[src/rtl/rx_cls_pkg.sv]
package rx_cls_pkg;
  localparam int LEN_W     = 16;
  localparam int FLAG_W    = 8;
  localparam int STAT_W    = FLAG_W + 2 * LEN_W;
  localparam int MAX_TAGS  = 2;
  localparam int BASE_HDR  = 14;
  localparam int TAG_BYTES = 4;
  localparam int FCS_BYTES = 4;
  localparam int HDR_BYTES = BASE_HDR + TAG_BYTES * MAX_TAGS + 2;

  localparam logic [15:0] TPID_CUST  = 16'h8100;
  localparam logic [15:0] TPID_SVC   = 16'h88A8;
  localparam logic [15:0] ETYPE_CTL  = 16'h8808;
  localparam logic [15:0] OPC_PAUSE  = 16'h0001;
  localparam logic [15:0] OPC_PRIO   = 16'h0101;

  typedef struct packed {
    logic              prio_pause;
    logic              ucast;
    logic              mcast;
    logic              bcast;
    logic              pause;
    logic              ctrl;
    logic              vlan;
    logic              svlan;
    logic [LEN_W-1:0]  frame_len;
    logic [LEN_W-1:0]  pay_len;
  } rx_stat_t;
endpackage

[src/rtl/rx_cls_hdr_capture.sv]
module rx_cls_hdr_capture
  import rx_cls_pkg::*;
#(
  parameter int BYTES = 16
) (
  input  logic                        clk,
  input  logic                        rst_n,
  input  logic                        beat,
  input  logic                        sop,
  input  logic                        eop,
  input  logic [BYTES*8-1:0]          data,
  output logic [HDR_BYTES-1:0][7:0]   hdr_now
);
  localparam int HDR_BEATS = (HDR_BYTES + BYTES - 1) / BYTES;
  localparam int BEAT_W    = $clog2(HDR_BEATS + 1);

  logic [HDR_BYTES-1:0][7:0] hdr_q;
  logic [BEAT_W-1:0]         idx_q;
  logic [BEAT_W-1:0]         base_idx;

  assign base_idx = sop ? '0 : idx_q;

  // Each header byte takes its lane when the current beat covers it,
  // is cleared on a start beat otherwise, and holds in all other cycles.
  for (genvar i = 0; i < HDR_BYTES; i++) begin : g_byte
    localparam int BN = i / BYTES;
    localparam int LN = i % BYTES;
    assign hdr_now[i] = (beat && (base_idx == BEAT_W'(BN))) ? data[BYTES*8-1-8*LN -: 8] :
                        (beat && sop)                       ? 8'h00 :
                                                              hdr_q[i];
  end

  always_ff @(posedge clk) begin
    if (!rst_n) begin
      hdr_q <= '0;
      idx_q <= '0;
    end else begin
      hdr_q <= hdr_now;
      if (beat) begin
        if (eop)
          idx_q <= '0;
        else if (base_idx == BEAT_W'(HDR_BEATS))
          idx_q <= base_idx;
        else
          idx_q <= base_idx + 1'b1;
      end
    end
  end


  idx_bound_chk: assert property (@(posedge clk) disable iff (!rst_n)
    idx_q <= BEAT_W'(HDR_BEATS));


  sop_restart_chk: assert property (@(posedge clk) disable iff (!rst_n)
    (beat && sop && !eop) |=> (idx_q == BEAT_W'(1)));
endmodule

[src/rtl/rx_cls_len_count.sv]
module rx_cls_len_count
  import rx_cls_pkg::*;
#(
  parameter int BYTES   = 16,
  parameter int EMPTY_W = $clog2(BYTES)
) (
  input  logic               clk,
  input  logic               rst_n,
  input  logic               beat,
  input  logic               sop,
  input  logic               eop,
  input  logic [EMPTY_W-1:0] empty,
  output logic [LEN_W-1:0]   len_now
);
  logic [LEN_W-1:0] cnt_q;
  logic [LEN_W-1:0] add;

  assign add     = eop ? (LEN_W'(BYTES) - LEN_W'(empty)) : LEN_W'(BYTES);
  assign len_now = (sop ? '0 : cnt_q) + add;

  always_ff @(posedge clk) begin
    if (!rst_n)
      cnt_q <= '0;
    else if (beat)
      cnt_q <= eop ? '0 : len_now;
  end


  mid_step_chk: assert property (@(posedge clk) disable iff (!rst_n)
    (beat && !eop) |=> (cnt_q == $past(sop ? LEN_W'(BYTES) : cnt_q + LEN_W'(BYTES))));
endmodule

[src/rtl/rx_cls_decode.sv]
module rx_cls_decode
  import rx_cls_pkg::*;
(
  input  logic [HDR_BYTES-1:0][7:0] hdr,
  input  logic [LEN_W-1:0]          frame_len,
  output rx_stat_t                  stat
);
  logic [15:0]      tpid_out, tpid_in, etype, opcode;
  logic             tag1, tag2;
  logic [LEN_W-1:0] overhead;
  logic             unused_src;

  assign unused_src = ^{hdr[6], hdr[7], hdr[8], hdr[9], hdr[10], hdr[11]};

  assign tpid_out = {hdr[12], hdr[13]};
  assign tpid_in  = {hdr[16], hdr[17]};
  assign tag1     = (tpid_out == TPID_CUST) || (tpid_out == TPID_SVC);
  assign tag2     = tag1 && ((tpid_in == TPID_CUST) || (tpid_in == TPID_SVC));

  always_comb begin
    if (tag2) begin
      etype    = {hdr[20], hdr[21]};
      opcode   = {hdr[22], hdr[23]};
      overhead = LEN_W'(BASE_HDR + 2 * TAG_BYTES + FCS_BYTES);
    end else if (tag1) begin
      etype    = {hdr[16], hdr[17]};
      opcode   = {hdr[18], hdr[19]};
      overhead = LEN_W'(BASE_HDR + TAG_BYTES + FCS_BYTES);
    end else begin
      etype    = {hdr[12], hdr[13]};
      opcode   = {hdr[14], hdr[15]};
      overhead = LEN_W'(BASE_HDR + FCS_BYTES);
    end
  end

  always_comb begin
    stat.bcast      = &{hdr[0], hdr[1], hdr[2], hdr[3], hdr[4], hdr[5]};
    stat.mcast      = hdr[0][0] && !stat.bcast;
    stat.ucast      = !hdr[0][0];
    stat.ctrl       = (etype == ETYPE_CTL);
    stat.pause      = stat.ctrl && (opcode == OPC_PAUSE);
    stat.prio_pause = stat.ctrl && (opcode == OPC_PRIO);
    stat.vlan       = (tpid_out == TPID_CUST);
    stat.svlan      = (tpid_out == TPID_SVC) || tag2;
    stat.frame_len  = frame_len;
    stat.pay_len    = (frame_len > overhead) ? (frame_len - overhead) : '0;
  end
endmodule

[src/rtl/rx_frame_classifier.sv]
module rx_frame_classifier
  import rx_cls_pkg::*;
#(
  parameter int DATA_W = 128
) (
  input  logic                          clk,
  input  logic                          rst_n,
  input  logic                          in_valid,
  output logic                          in_ready,
  input  logic                          in_sop,
  input  logic                          in_eop,
  input  logic [$clog2(DATA_W/8)-1:0]   in_empty,
  input  logic [DATA_W-1:0]             in_data,
  output logic                          stat_valid,
  output logic [STAT_W-1:0]             stat_data
);
  localparam int BYTES   = DATA_W / 8;
  localparam int EMPTY_W = $clog2(BYTES);

  logic                      acc;
  logic [HDR_BYTES-1:0][7:0] hdr_now;
  logic [LEN_W-1:0]          len_now;
  rx_stat_t                  stat_now;
  rx_stat_t                  stat_q;
  logic                      valid_q;

  assign in_ready = 1'b1;
  assign acc      = in_valid && in_ready;

  rx_cls_hdr_capture #(.BYTES(BYTES)) u_hdr (
    .clk     (clk),
    .rst_n   (rst_n),
    .beat    (acc),
    .sop     (in_sop),
    .eop     (in_eop),
    .data    (in_data),
    .hdr_now (hdr_now)
  );

  rx_cls_len_count #(.BYTES(BYTES), .EMPTY_W(EMPTY_W)) u_len (
    .clk     (clk),
    .rst_n   (rst_n),
    .beat    (acc),
    .sop     (in_sop),
    .eop     (in_eop),
    .empty   (in_empty),
    .len_now (len_now)
  );

  rx_cls_decode u_dec (
    .hdr       (hdr_now),
    .frame_len (len_now),
    .stat      (stat_now)
  );

  always_ff @(posedge clk) begin
    if (!rst_n) begin
      valid_q <= 1'b0;
      stat_q  <= '0;
    end else begin
      valid_q <= acc && in_eop;
      if (acc && in_eop)
        stat_q <= stat_now;
    end
  end

  assign stat_valid = valid_q;
  assign stat_data  = stat_q;


  pulse_after_eop_chk: assert property (@(posedge clk) disable iff (!rst_n)
    (acc && in_eop) |=> stat_valid);


  no_spurious_chk: assert property (@(posedge clk) disable iff (!rst_n)
    !(acc && in_eop) |=> !stat_valid);


  hold_status_chk: assert property (@(posedge clk) disable iff (!rst_n)
    !(acc && in_eop) |=> $stable(stat_data));


  addr_onehot_chk: assert property (@(posedge clk) disable iff (!rst_n)
    stat_valid |-> ($countones({stat_q.ucast, stat_q.mcast, stat_q.bcast}) == 1));


  ctl_subtype_chk: assert property (@(posedge clk) disable iff (!rst_n)
    (stat_valid && (stat_q.pause || stat_q.prio_pause)) |->
      (stat_q.ctrl && $onehot0({stat_q.pause, stat_q.prio_pause})));


  pay_within_frame_chk: assert property (@(posedge clk) disable iff (!rst_n)
    stat_valid |-> (stat_q.pay_len < stat_q.frame_len || stat_q.pay_len == '0));
endmodule

[config.mk]
export PLATFORM = sky130hd
export DESIGN_NAME = rx_frame_classifier
export DESIGN_NICKNAME = d
export VERILOG_FILES = /design/src/rtl/rx_cls_pkg.sv /design/src/rtl/rx_cls_hdr_capture.sv /design/src/rtl/rx_cls_len_count.sv /design/src/rtl/rx_cls_decode.sv /design/src/rtl/rx_frame_classifier.sv
export SDC_FILE = /design/constraint.sdc
export NUM_CORES = 1
export LEC_CHECK = 0
export CELL_PAD_IN_SITES_DETAIL_PLACEMENT = 1
export CELL_PAD_IN_SITES_GLOBAL_PLACEMENT = 1
export CORE_AREA = 2 2 166 168
export DETAILED_ROUTE_END_ITERATION = 12
export DIE_AREA = 0 0 168 170
export PLACE_DENSITY = 0.81
export SLEW_MARGIN = 20
export SYNTH_ARGS = -nofsm -noshare
export SYNTH_HDL_FRONTEND = slang
export SYNTH_SLANG_ARGS = --single-unit
[constraint.sdc]
create_clock -name clk -period 4.4 [get_ports clk]
set_clock_uncertainty 0.1 [all_clocks]
set_input_delay 1.1 -clock clk [delete_from_list [all_inputs] [get_ports clk]]
set_output_delay 1.1 -clock clk [all_outputs]
set_load 0.005 [all_outputs]
==> results.toml <==
[run_status]
outcome = "complete, no violations"

[synthesis]
syn_inst = 1098
synth_top_area_cell = "dfxtp_1"
synth.most_common_cell = "dfxtp_1"
synth_edf_count = 0
syn-num-nets = 1246
synth.distinct_cells = 73
syn_area_sq_mm = 0.00896
synth_ff_type = "dfxtp_1"
yosysSeqAreaShare_pct = 45.4
netlist.area_leader.share_pct = 45.4
async_flop_share_pct = 0
synth.cells.most_frequent = "203 x dfxtp_1, 163 x nand2_1, 122 x nor2_1, 112 x a21oi_1, 84 x nand3_1"
syn_avg_cell_area_sq_um = 8.16
ys_top_cells_by_area = "dfxtp_1 45%, nand2_1 6.8%, a21oi_1 6.3%"
yosys_register_bits = 203
ys_warn_count = 0

[floorplanning]
rows = 60
die_w_um = 168
coreArea_sq_mm = 0.0267
die_h_um = 170
start_util_pct = 33.6
io_pins = 179
die_area_sq_mm = 0.0286

[timing]
slew_headroom_pct = 43.4
setup_tns_ns = 0
setup_viol = 0
hold_viol = 0
worst_slew_pin_slew_ns = 0.850
final.setup.worst_slack_ns = 0.188
timing.final.crit_share_pct = 95.7
maxSlewViolCount = 0
hold-worst-slack_ns = 0.358
max_freq_mhz = 237
fin_crit_ns = 4.21

[placed_design]
portBuffers = 145
dpl_cell_area_sq_mm = 0.0113
pre_cts_slack_ns = -0.636
dp.cells = 1602
place_hpwl_um = 21200
gp_congestion = 0.852

[setup_path]
arrival_ns = 4.51
cp_max_fo = 15
cp.required_ns = 4.70
worstPathCellList = "clkdlybuf4s50_1 > inv_1 > ha_1 > and2_1 > fa_1 > a211oi_1 > o21a_2 > nor3_1 > nor4_4 > nand4b_2 > or2_4 > o21ai_4 > buf_12 > o21ai_0"
slowest_delay_ns = 0.50
critPathSlowestCell = "clkdlybuf4s50_1"
cp_num_buf_inv = 3
crit_type = "in2reg"
cp-end-kind = "register"
rrSetupSlack_ns = 0.81
startpoint_type = "input port"
critPathTopFamily = "simple AND/OR/NAND/NOR gates"

[global_routing]
grt_start_max_net_pins = 156
grt.total_usage_pct = 20.3
antenna_found_initial = 1
grt_pass1_vias = 9165
grt_pass1_wl_um = 47200
overflow = 0

[finish]
area_delta_synth_final_pct = 35.4
seq_area_sq_mm = 0.00406
fin_nets = 1435
drive_gt1_share_pct = 14.1
fin_cells = 1644
multiInputGateArea_sq_mm = 0.00462
fill_cells = 3095
fin_area_sq_mm = 0.0121

[cts]
cts_tree = "yes"
clockRootBuffer = "clkbuf_16"
cts_buffers = 23
clkTransAtPathRegs_ns = 0.06
clkLatencyLatePin_ns = 0.53
cts.sinks = 203
cts_max_path_buffers = 3
ctsHtreeMaxLevel = 1

[pwr]
powerDensity_mw_per_mm2 = 359
ir_drop_uv = 217
leakage_nw = 4.47

[route]
vias = 8928
dr.pass1.iters = 4
drtIter0Drc = 513
antenna_left = 0
drc = 0
drt-total-wl_um = 30100
post_drt_via_cell_ratio = 5.43
routedWlPerCell_um = 18.3

[run]
cap_viol_max_count = 0

[hold_path]
hp-class = "reg2reg"
-- worst reg2reg max path: stages, from the launching register on --
cell and delay, ns:
dfxtp_1 0.35, inv_1 0.06, nor2_1 0.11, ha_2 0.22, and2_4 0.24, a22o_1 0.22, nand3_1 0.13, o32ai_2 0.30
and2_4 0.22, nor2b_1 0.06, inv_1 0.07, ha_1 0.24, a21o_1 0.19, a21oi_2 0.14, nand2b_4 0.14, a41o_1 0.12
nand3_2 0.10, o21ai_4 0.19, buf_12 0.16, o21ai_0 0.11
-- metrics by stage --
stage / util (%) / power (mW)
after global placement: 42.6 / 2.50
after floorplan: - / 2.24
after global routing: 45.5 / 4.54
final: 45.5 / 4.36
after detailed placement: 42.6 / 2.52
after CTS: 45.4 / 4.40
-- area by class of cell --
type                       instances  share of cell area, %
antenna                            1                 0.0206
clock buffer                      31                   5.49
clock inverter                     9                  0.609
inverter                          19                  0.609
multi-input combinational        801                   38.1
sequential                       203                   33.5
tap                              341                   3.52
timing repair buffer             239                   18.2
-- flip-flops by register name, summed over array words and instances, names as in the netlist --
register and flops:
u_hdr.hdr_q 144, stat_data 40, u_len.cnt_q 16, u_hdr.idx_q 2, stat_valid 1
-- cells by family (layout without fill, tap and decap cells) --
family                   Yosys count  in the layout  share of synthesized area [%]
AO/OA/AOI/OAI                    266            266                           19.4
flip-flops                       203            203                           45.4
other                              1              2                         0.0419
buffers and inverters             94            298                           4.48
AND/OR/NAND/NOR                  495            495                           26.1
adder cells (fa/ha/maj)           11             11                           1.70
multiplexers                       7              7                          0.810
XOR/XNOR                          21             21                           2.14
-- path summary, 6_finish.rpt --
kind                                    start                     endpoint  depth (start not counted)
setup reg to reg  u_hdr.idx_q[0]$_SDFFE_PN0P_    stat_data[5]$_SDFFE_PN0P_                         19
hold reg to reg   u_hdr.hdr_q[108]$_SDFF_PN0_  u_hdr.hdr_q[108]$_SDFF_PN0_                          2
setup / recovery                  in_empty[0]    stat_data[5]$_SDFFE_PN0P_                         14
hold / removal    u_hdr.hdr_q[108]$_SDFF_PN0_  u_hdr.hdr_q[108]$_SDFF_PN0_                          2
-- metal layers --
metal	up-vias	part of all wire (%)	track usage, %	wire, um
met5	-	0	0	0
met4	0	2.6	6.31	772
met3	56	4.3	2.74	1290
met2	196	48	35.0	14400
met1	4385	45	26.2	13600
li1	4291	-	-	-
-- repair_timing --
| item | CTS | global route |
|---|---|---|
| setup endpoints to repair | 15 | 15 |
| hold buffers | 0 | 0 |
| pin swaps | 1 | 1 |
| buffers inserted | 1 | 0 |
| gates resized for setup | 3 | 7 |
-- layout by cell type (no fill, tap or decap), drive strengths merged, types with 4 or more instances in the layout --
master,synthesis,routed
a22oi,67,67
nand4,32,32
nand2,163,163
and2,11,11
nand3,84,84
inv,19,20
or4,8,8
nor4,22,22
dfxtp,203,203
buf,21,94
a21o,4,4
ha,9,9
nor3,15,15
o21a,7,7
clkdlybuf4s50,0,144
nor2b,9,9
o22ai,4,4
nor4b,4,4
a22o,4,4
and3,4,4
xnor2,16,16
o21ai,36,36
o41ai,5,5
mux2i,5,5
clkinv,0,4
a211oi,9,9
xor2,5,5
clkbuf,54,31
clkinvlp,0,4
a21oi,112,112
nor2,122,122
-- power breakdown --
| group | switching, mW | leakage (nW) | internal (mW) |
|---|---|---|---|
| Clock | 0.805 | 0.355 | 1.07 |
| Combinational | 0.301 | 2.46 | 0.249 |
| Sequential | 0.0344 | 1.65 | 1.90 |
Note: power is estimated with default switching activity, not from simulation.
